### src/rtl/dma_chain_pkg.sv
package dma_chain_pkg;

    typedef enum logic [2:0] {
        ST_IDLE = 3'd0,
        ST_RD0  = 3'd1,
        ST_WR0  = 3'd2,
        ST_RD1  = 3'd3,
        ST_WR1  = 3'd4
    } dma_state_e;

    localparam logic [2:0] SEL_SRC = 3'd0;
    localparam logic [2:0] SEL_TMP = 3'd1;
    localparam logic [2:0] SEL_DST = 3'd2;
    localparam logic [2:0] SEL_CNT = 3'd3;
    localparam logic [2:0] SEL_EN  = 3'd4;

endpackage

### src/rtl/dma_chan.sv
module dma_chan #(
    parameter int AW = 16,
    parameter int CW = 8
) (
    input  logic          clk,
    input  logic          rst_n,
    input  logic          en_i,
    input  logic          trig_i,
    input  logic          ld_ptr_i,
    input  logic          ld_cnt_i,
    input  logic [AW-1:0] cfg_data_i,
    input  logic          step_i,
    output logic [AW-1:0] ptr_o,
    output logic [CW-1:0] cnt_o,
    output logic          pend_o,
    output logic          done_o
);
    logic cnt_zero;
    assign cnt_zero = (cnt_o == '0);

    always_ff @(posedge clk or negedge rst_n) begin
        if (!rst_n) begin
            ptr_o  <= '0;
            cnt_o  <= '0;
            pend_o <= 1'b0;
        end else begin
            if (ld_ptr_i)
                ptr_o <= cfg_data_i;
            else if (step_i)
                ptr_o <= ptr_o + AW'(1);

            if (ld_cnt_i)
                cnt_o <= cfg_data_i[CW-1:0];
            else if (step_i)
                cnt_o <= cnt_o - CW'(1);

            if (!en_i || step_i)
                pend_o <= 1'b0;
            else if (trig_i && !cnt_zero)
                pend_o <= 1'b1;
        end
    end

    assign done_o = en_i && cnt_zero;
endmodule

### src/rtl/dma_ctrl_fsm.sv
module dma_ctrl_fsm
    import dma_chain_pkg::*;
(
    input  logic       clk,
    input  logic       rst_n,
    input  logic       req0_i,
    input  logic       req1_i,
    input  logic       cpu_busy_i,
    output dma_state_e state_o,
    output logic       step0_o,
    output logic       step1_o,
    output logic       rd_o,
    output logic       wr_o,
    output logic       own_o
);
    dma_state_e state_d;

    always_ff @(posedge clk or negedge rst_n) begin
        if (!rst_n) state_o <= ST_IDLE;
        else        state_o <= state_d;
    end

    always_comb begin
        state_d = state_o;
        unique case (state_o)
            ST_IDLE: begin
                if (!cpu_busy_i && req0_i)      state_d = ST_RD0;
                else if (!cpu_busy_i && req1_i) state_d = ST_RD1;
            end
            ST_RD0:  state_d = ST_WR0;
            ST_WR0:  state_d = ST_IDLE;
            ST_RD1:  state_d = ST_WR1;
            ST_WR1:  state_d = ST_IDLE;
            default: state_d = ST_IDLE;
        endcase
    end

    always_comb begin
        step0_o = (state_o == ST_WR0);
        step1_o = (state_o == ST_WR1);
        rd_o    = (state_o == ST_RD0) || (state_o == ST_RD1);
        wr_o    = step0_o || step1_o;
        own_o   = rd_o || wr_o;
    end
endmodule

### src/rtl/dma_chain_top.sv
module dma_chain_top
    import dma_chain_pkg::*;
#(
    parameter int AW = 16,
    parameter int CW = 8
) (
    input  logic          clk,
    input  logic          rst_n,
    input  logic          cfg_we_i,
    input  logic [2:0]    cfg_sel_i,
    input  logic [AW-1:0] cfg_data_i,
    input  logic          trig_i,
    input  logic          cpu_busy_i,
    output logic          dma_bus_o,
    output logic [AW-1:0] mem_addr_o,
    output logic          mem_rd_o,
    output logic          mem_wr_o,
    output logic [7:0]    mem_wdata_o,
    input  logic [7:0]    mem_rdata_i,
    output logic [1:0]    done_o
);
    localparam int NCH = 2;

    logic [NCH-1:0] en_q;
    logic [AW-1:0]  tmp_q;
    logic [7:0]     data_q;
    logic           cfg_ok;
    logic [AW-1:0]  ptr_w [NCH];
    logic [CW-1:0]  cnt_w [NCH];
    logic [NCH-1:0] pend_w;
    logic [NCH-1:0] step_w;
    dma_state_e     state;

    assign cfg_ok = cfg_we_i && (en_q == '0);

    always_ff @(posedge clk or negedge rst_n) begin
        if (!rst_n) begin
            en_q   <= '0;
            tmp_q  <= '0;
            data_q <= '0;
        end else begin
            if (cfg_we_i && cfg_sel_i == SEL_EN) en_q  <= cfg_data_i[NCH-1:0];
            if (cfg_ok && cfg_sel_i == SEL_TMP)  tmp_q <= cfg_data_i;
            if (mem_rd_o)                        data_q <= mem_rdata_i;
        end
    end

    for (genvar i = 0; i < NCH; i++) begin : g_ch
        localparam logic [2:0] PTR_SEL = (i == 0) ? SEL_SRC : SEL_DST;
        dma_chan #(.AW(AW), .CW(CW)) u_chan (
            .clk        (clk),
            .rst_n      (rst_n),
            .en_i       (en_q[i]),
            .trig_i     (trig_i),
            .ld_ptr_i   (cfg_ok && cfg_sel_i == PTR_SEL),
            .ld_cnt_i   (cfg_ok && cfg_sel_i == SEL_CNT),
            .cfg_data_i (cfg_data_i),
            .step_i     (step_w[i]),
            .ptr_o      (ptr_w[i]),
            .cnt_o      (cnt_w[i]),
            .pend_o     (pend_w[i]),
            .done_o     (done_o[i])
        );
    end

    dma_ctrl_fsm u_fsm (
        .clk        (clk),
        .rst_n      (rst_n),
        .req0_i     (pend_w[0]),
        .req1_i     (pend_w[1] && (cnt_w[1] > cnt_w[0])),
        .cpu_busy_i (cpu_busy_i),
        .state_o    (state),
        .step0_o    (step_w[0]),
        .step1_o    (step_w[1]),
        .rd_o       (mem_rd_o),
        .wr_o       (mem_wr_o),
        .own_o      (dma_bus_o)
    );

    always_comb begin
        unique case (state)
            ST_RD0:  mem_addr_o = ptr_w[0];
            ST_WR0:  mem_addr_o = tmp_q;
            ST_RD1:  mem_addr_o = tmp_q;
            ST_WR1:  mem_addr_o = ptr_w[1];
            default: mem_addr_o = '0;
        endcase
    end

    assign mem_wdata_o = data_q;
endmodule

### config.mk
export PLATFORM = sky130hd
export DESIGN_NAME = dma_chain_top
export DESIGN_NICKNAME = d
export VERILOG_FILES = /design/src/rtl/dma_chain_pkg.sv /design/src/rtl/dma_chan.sv /design/src/rtl/dma_ctrl_fsm.sv /design/src/rtl/dma_chain_top.sv
export SDC_FILE = /design/constraint.sdc
export NUM_CORES = 1
export LEC_CHECK = 0
export BUFFER_PORTS_ARGS = -buffer_cell sky130_fd_sc_hd__buf_4
export CAP_MARGIN = 15
export CORE_MARGIN = 2
export CORE_UTILIZATION = 58
export DETAILED_ROUTE_END_ITERATION = 10
export PLACE_DENSITY = 0.79
export RECOVER_POWER = 25
export SLEW_MARGIN = 20
export SYNTH_ARGS = -nofsm -noshare
export SYNTH_HDL_FRONTEND = slang
export SYNTH_SLANG_ARGS = --single-unit
### constraint.sdc
create_clock -name clk -period 2.7 [get_ports clk]
set_input_delay 0.54 -clock clk [delete_from_list [all_inputs] [get_ports clk]]
set_output_delay 0.54 -clock clk [all_outputs]
set_load 0.005 [all_outputs]
==> insert_results.sql <==
INSERT INTO impl_metrics (metric_group, metric, value, unit) VALUES
('timing', 'final.setup.tns', '0', 'ps'),
('final_layout', 'nNetsFinal', '567', ''),
('die', 'floorplan.io_pins', '61', ''),
('hold_path', 'startpoint_of_the_most_critical_hold_path', 'mem_rdata_i[4]', ''),
('synthesis', 'number_of_enable_type_register_cells_in_the_synthesized_netlist', '0', ''),
('synthesis', 'net_count_of_the_mapped_netlist', '509', ''),
('drt', 'drt_pre_antenna_iters', '4', ''),
('drt', 'vias', '3781', ''),
('power_and_ir_drop', 'power_per_cell_area', '957', 'nW/um^2'),
('synthesis', 'proportion_of_synthesized_flip_flops_having_asynchronous_set_or_reset', '1.00', ''),
('global_route', 'grt_first_pass_wirelength', '18300', 'um'),
('clocking', 'cts_max_path_buffers', '2', ''),
('worst_setup_path', 'critical-path-max-stage-delay', '630', 'ps'),
('placement', 'place_hpwl', '8370', 'um'),
('timing', 'max_clock_freq', '0.385', 'GHz'),
('placement', 'detailedPlace.worstSlack', '419', 'ps'),
('worst_setup_path', 'timing.critical_path.to_type', 'primary output', ''),
('timing', 'final_number_of_hold_violating_endpoints', '0', ''),
('worst_setup_path', 'crit_path_cell_trace', 'buf_4, or3b_2, o22ai_1, buf_4', ''),
('outcome', 'outcome', 'finished, violations left', ''),
('global_route', 'number_of_antenna_violations_at_the_first_check_in_global_routing', '0', ''),
('clocking', 'ctsResizeCount', '0', ''),
('clocking', 'cts_tree', 'done', ''),
('hold_path', 'worst_hold_path_type', 'in -> reg', ''),
('power_and_ir_drop', 'vdd.ir_drop.worst', '0.594', 'mV'),
('worst_setup_path', 'crit_slowest_cell', 'sky130_fd_sc_hd__or3b_2', ''),
('synthesis', 'synth.ff_latch_count', '79', ''),
('die', 'die_w', '91.2', 'um'),
('synthesis', 'yosysMostFrequentCell', 'sky130_fd_sc_hd__dfrtp_1', ''),
('timing', 'worst-slew-pin-transition', '1940', 'ps'),
('synthesis', 'netlist_top_cells_area', 'sky130_fd_sc_hd__dfrtp_1 (45%), sky130_fd_sc_hd__mux2_2 (7.1%), sky130_fd_sc_hd__nand2_1 (4.8%)', ''),
('placement', 'gp_congestion', '0.923', ''),
('outcome', 'violations_in_the_final_reports', 'max-capacitance violations, max-slew violations', ''),
('worst_setup_path', 'critical-path-top-cell-by-count', 'sky130_fd_sc_hd__buf_4', ''),
('drt', 'routed_via_density', '6.05', ''),
('synthesis', 'ys_top_cells_by_count', 'sky130_fd_sc_hd__dfrtp_1 (79), sky130_fd_sc_hd__nand2_1 (57), sky130_fd_sc_hd__o21ai_0 (41), sky130_fd_sc_hd__mux2_2 (28), sky130_fd_sc_hd__xnor2_1 (24)', ''),
('clocking', 'cts-buffers-inserted', '9', ''),
('timing', 'final_min_period_over_clock_period', '0.962', ''),
('worst_setup_path', 'critPathRequiredTime', '2160', 'ps'),
('clocking', 'cts.hold.buffers_added', '0', ''),
('final_layout', 'layout-drive-gt1-share', '0.236', ''),
('die', 'die_h', '91.2', 'um'),
('timing', 'clock_skew', '8.02', 'ps'),
('global_route', 'first_global_vias', '3652', ''),
('clocking', 'cts.reportedPaths.clkPinSlew', '80', 'ps'),
('timing', 'final-max-slew-violation-count', '80', ''),
('worst_setup_path', 'crit_start', 'u_fsm.state_o[2]$_DFFE_PN0P_', ''),
('die', 'core_area', '7290', 'sq um'),
('synthesis', 'synthesis.yosys.warnings', '0', ''),
('synthesis', 'synth_area_per_cell', '9.53', 'sq um'),
('final_layout', 'area_growth_syn_to_layout', '16.7', '%'),
('synthesis', 'number_of_instances_in_the_synthesized_netlist', '463', ''),
('drt', 'drt_iter0_drc', '207', ''),
('die', 'die_area', '8320', 'sq um'),
('synthesis', 'mappedNetlistArea', '4410', 'sq um'),
('synthesis', 'synth.largest_area_cell', 'sky130_fd_sc_hd__dfrtp_1', ''),
('drt', 'detail_route.wl_per_cell', '18.0', 'um'),
('global_route', 'grt-ovfl-total', '0', ''),
('timing', 'setup_slack', '104', 'ps'),
('clocking', 'numClockSinks', '79', ''),
('synthesis', 'netlist.area_leader.share', '0.448', ''),
('worst_setup_path', 'critPathLaunchType', 'flop', ''),
('global_route', 'grt_busiest_layer', 'met2', ''),
('die', 'initial_core_util', '0.605', ''),
('synthesis', 'yosysUniqueCellTypes', '46', ''),
('clocking', 'postCtsSetupRepairBufs', '0', ''),
('flow_run', 'cap_viol_max_count', '1', ''),
('global_route', 'grt.met2_usage', '0.430', ''),
('clocking', 'root_buffer', 'sky130_fd_sc_hd__clkbuf_8', ''),
('drt', 'drc', '0', ''),
('drt', 'antenna_violating_nets_left', '0', '');
cell families (layout without fill, tap and decap cells):
| group | count (synthesis) | after routing | synth area share |
|---|---|---|---|
| AOI/OAI and AO/OA | 96 | 96 | 0.129 |
| xor gates and xnor gates | 36 | 36 | 0.0715 |
| adders and majority gates | 14 | 14 | 0.0397 |
| buffers and inverters | 43 | 106 | 0.0411 |
| DFF | 79 | 79 | 0.448 |
| muxes | 28 | 28 | 0.0715 |
| and+or+nand+nor | 167 | 167 | 0.199 |
stage by stage:
| stage | hold slack [ps] | util | total power, mW | instance area, sq um | std cells |
|---|---|---|---|---|---|
| final | 407 | 0.706 | 4.93 | 5150 | 625 |
| after global routing | 399 | 0.706 | 5.26 | 5150 | 625 |
| after CTS | 366 | 0.705 | 4.92 | 5140 | 625 |
| after detailed placement | 497 | 0.680 | 4.11 | 4960 | 609 |
| after global placement | 489 | 0.680 | 4.00 | 4960 | 609 |
| after floorplan | 244 | - | 3.26 | 4410 | 463 |
power breakdown:
part	internal (mW)	switching, mW	leakage (nW)
registers	1.62	0.517	0.912
clock network	0.343	0.467	0.0902
logic	1.00	0.975	1.12
final cells by class:
| type | count | area (sq um) |
|---|---|---|
| clock inverters | 7 | 56.3 |
| well taps | 99 | 124 |
| fillers | 604 | 2140 |
| flip-flops and latches | 79 | 1980 |
| inverters | 20 | 75.1 |
| repair buffers | 70 | 523 |
| clock buffers | 9 | 124 |
| multi-input cells | 341 | 2270 |
placed cells by master, fill, tap and decap left out, types with 4 or more instances in the layout:
master,n
sky130_fd_sc_hd__inv_1,20
sky130_fd_sc_hd__nand4_1,9
sky130_fd_sc_hd__nor2_1,21
sky130_fd_sc_hd__ha_1,14
sky130_fd_sc_hd__and4_1,4
sky130_fd_sc_hd__nor4_1,12
sky130_fd_sc_hd__o31ai_1,4
sky130_fd_sc_hd__nand2_1,57
sky130_fd_sc_hd__clkbuf_8,9
sky130_fd_sc_hd__or4_1,6
sky130_fd_sc_hd__mux2_2,28
sky130_fd_sc_hd__xnor2_1,24
sky130_fd_sc_hd__xor2_1,12
sky130_fd_sc_hd__nor3_1,7
sky130_fd_sc_hd__a21oi_1,18
sky130_fd_sc_hd__nand3_1,20
sky130_fd_sc_hd__o21ai_0,41
sky130_fd_sc_hd__buf_4,69
sky130_fd_sc_hd__a22oi_1,16
sky130_fd_sc_hd__dfrtp_1,78
sky130_fd_sc_hd__a31oi_1,8
registers in the layout (all words and copies together) (netlist names):
name and flops:
en_q 2, g_ch.u_chan.cnt_o 16, g_ch.u_chan.pend_o 2, g_ch.u_chan.ptr_o 32, mem_wdata_o 8, tmp_q 16
u_fsm.state_o 3
per-layer routing:
metal | wire length [um] | part of all wire
met3 | 767 | 0.068
met1 | 4920 | 0.44
met5 | 0 | 0
met4 | 204 | 0.018
met2 | 5360 | 0.48
critical path, delay by kind of cell, from the launching register on:
family | cells | cell delay, ps
DFF | 1 | 450
and+or+nand+nor | 1 | 630
AOI/OAI and AO/OA | 1 | 250
buffers and inverters | 2 | 370
final timing paths:
kind	end	slack, ps	depth (start not counted)
max	mem_addr_o[7]	100	4
min	mem_wdata_o[4]$_DFFE_PN0N_	410	2
max reg2reg	g_ch[0].u_chan.ptr_o[15]$_DFFE_PN0P_	450	4
min reg2reg	mem_wdata_o[4]$_DFFE_PN0N_	510	1
max in group asynchronous	u_fsm.state_o[2]$_DFFE_PN0P_	700	1
min in group asynchronous	g_ch[0].u_chan.ptr_o[10]$_DFFE_PN0P_	690	1
No activity file was read; power rests on OpenSTA's default activity.
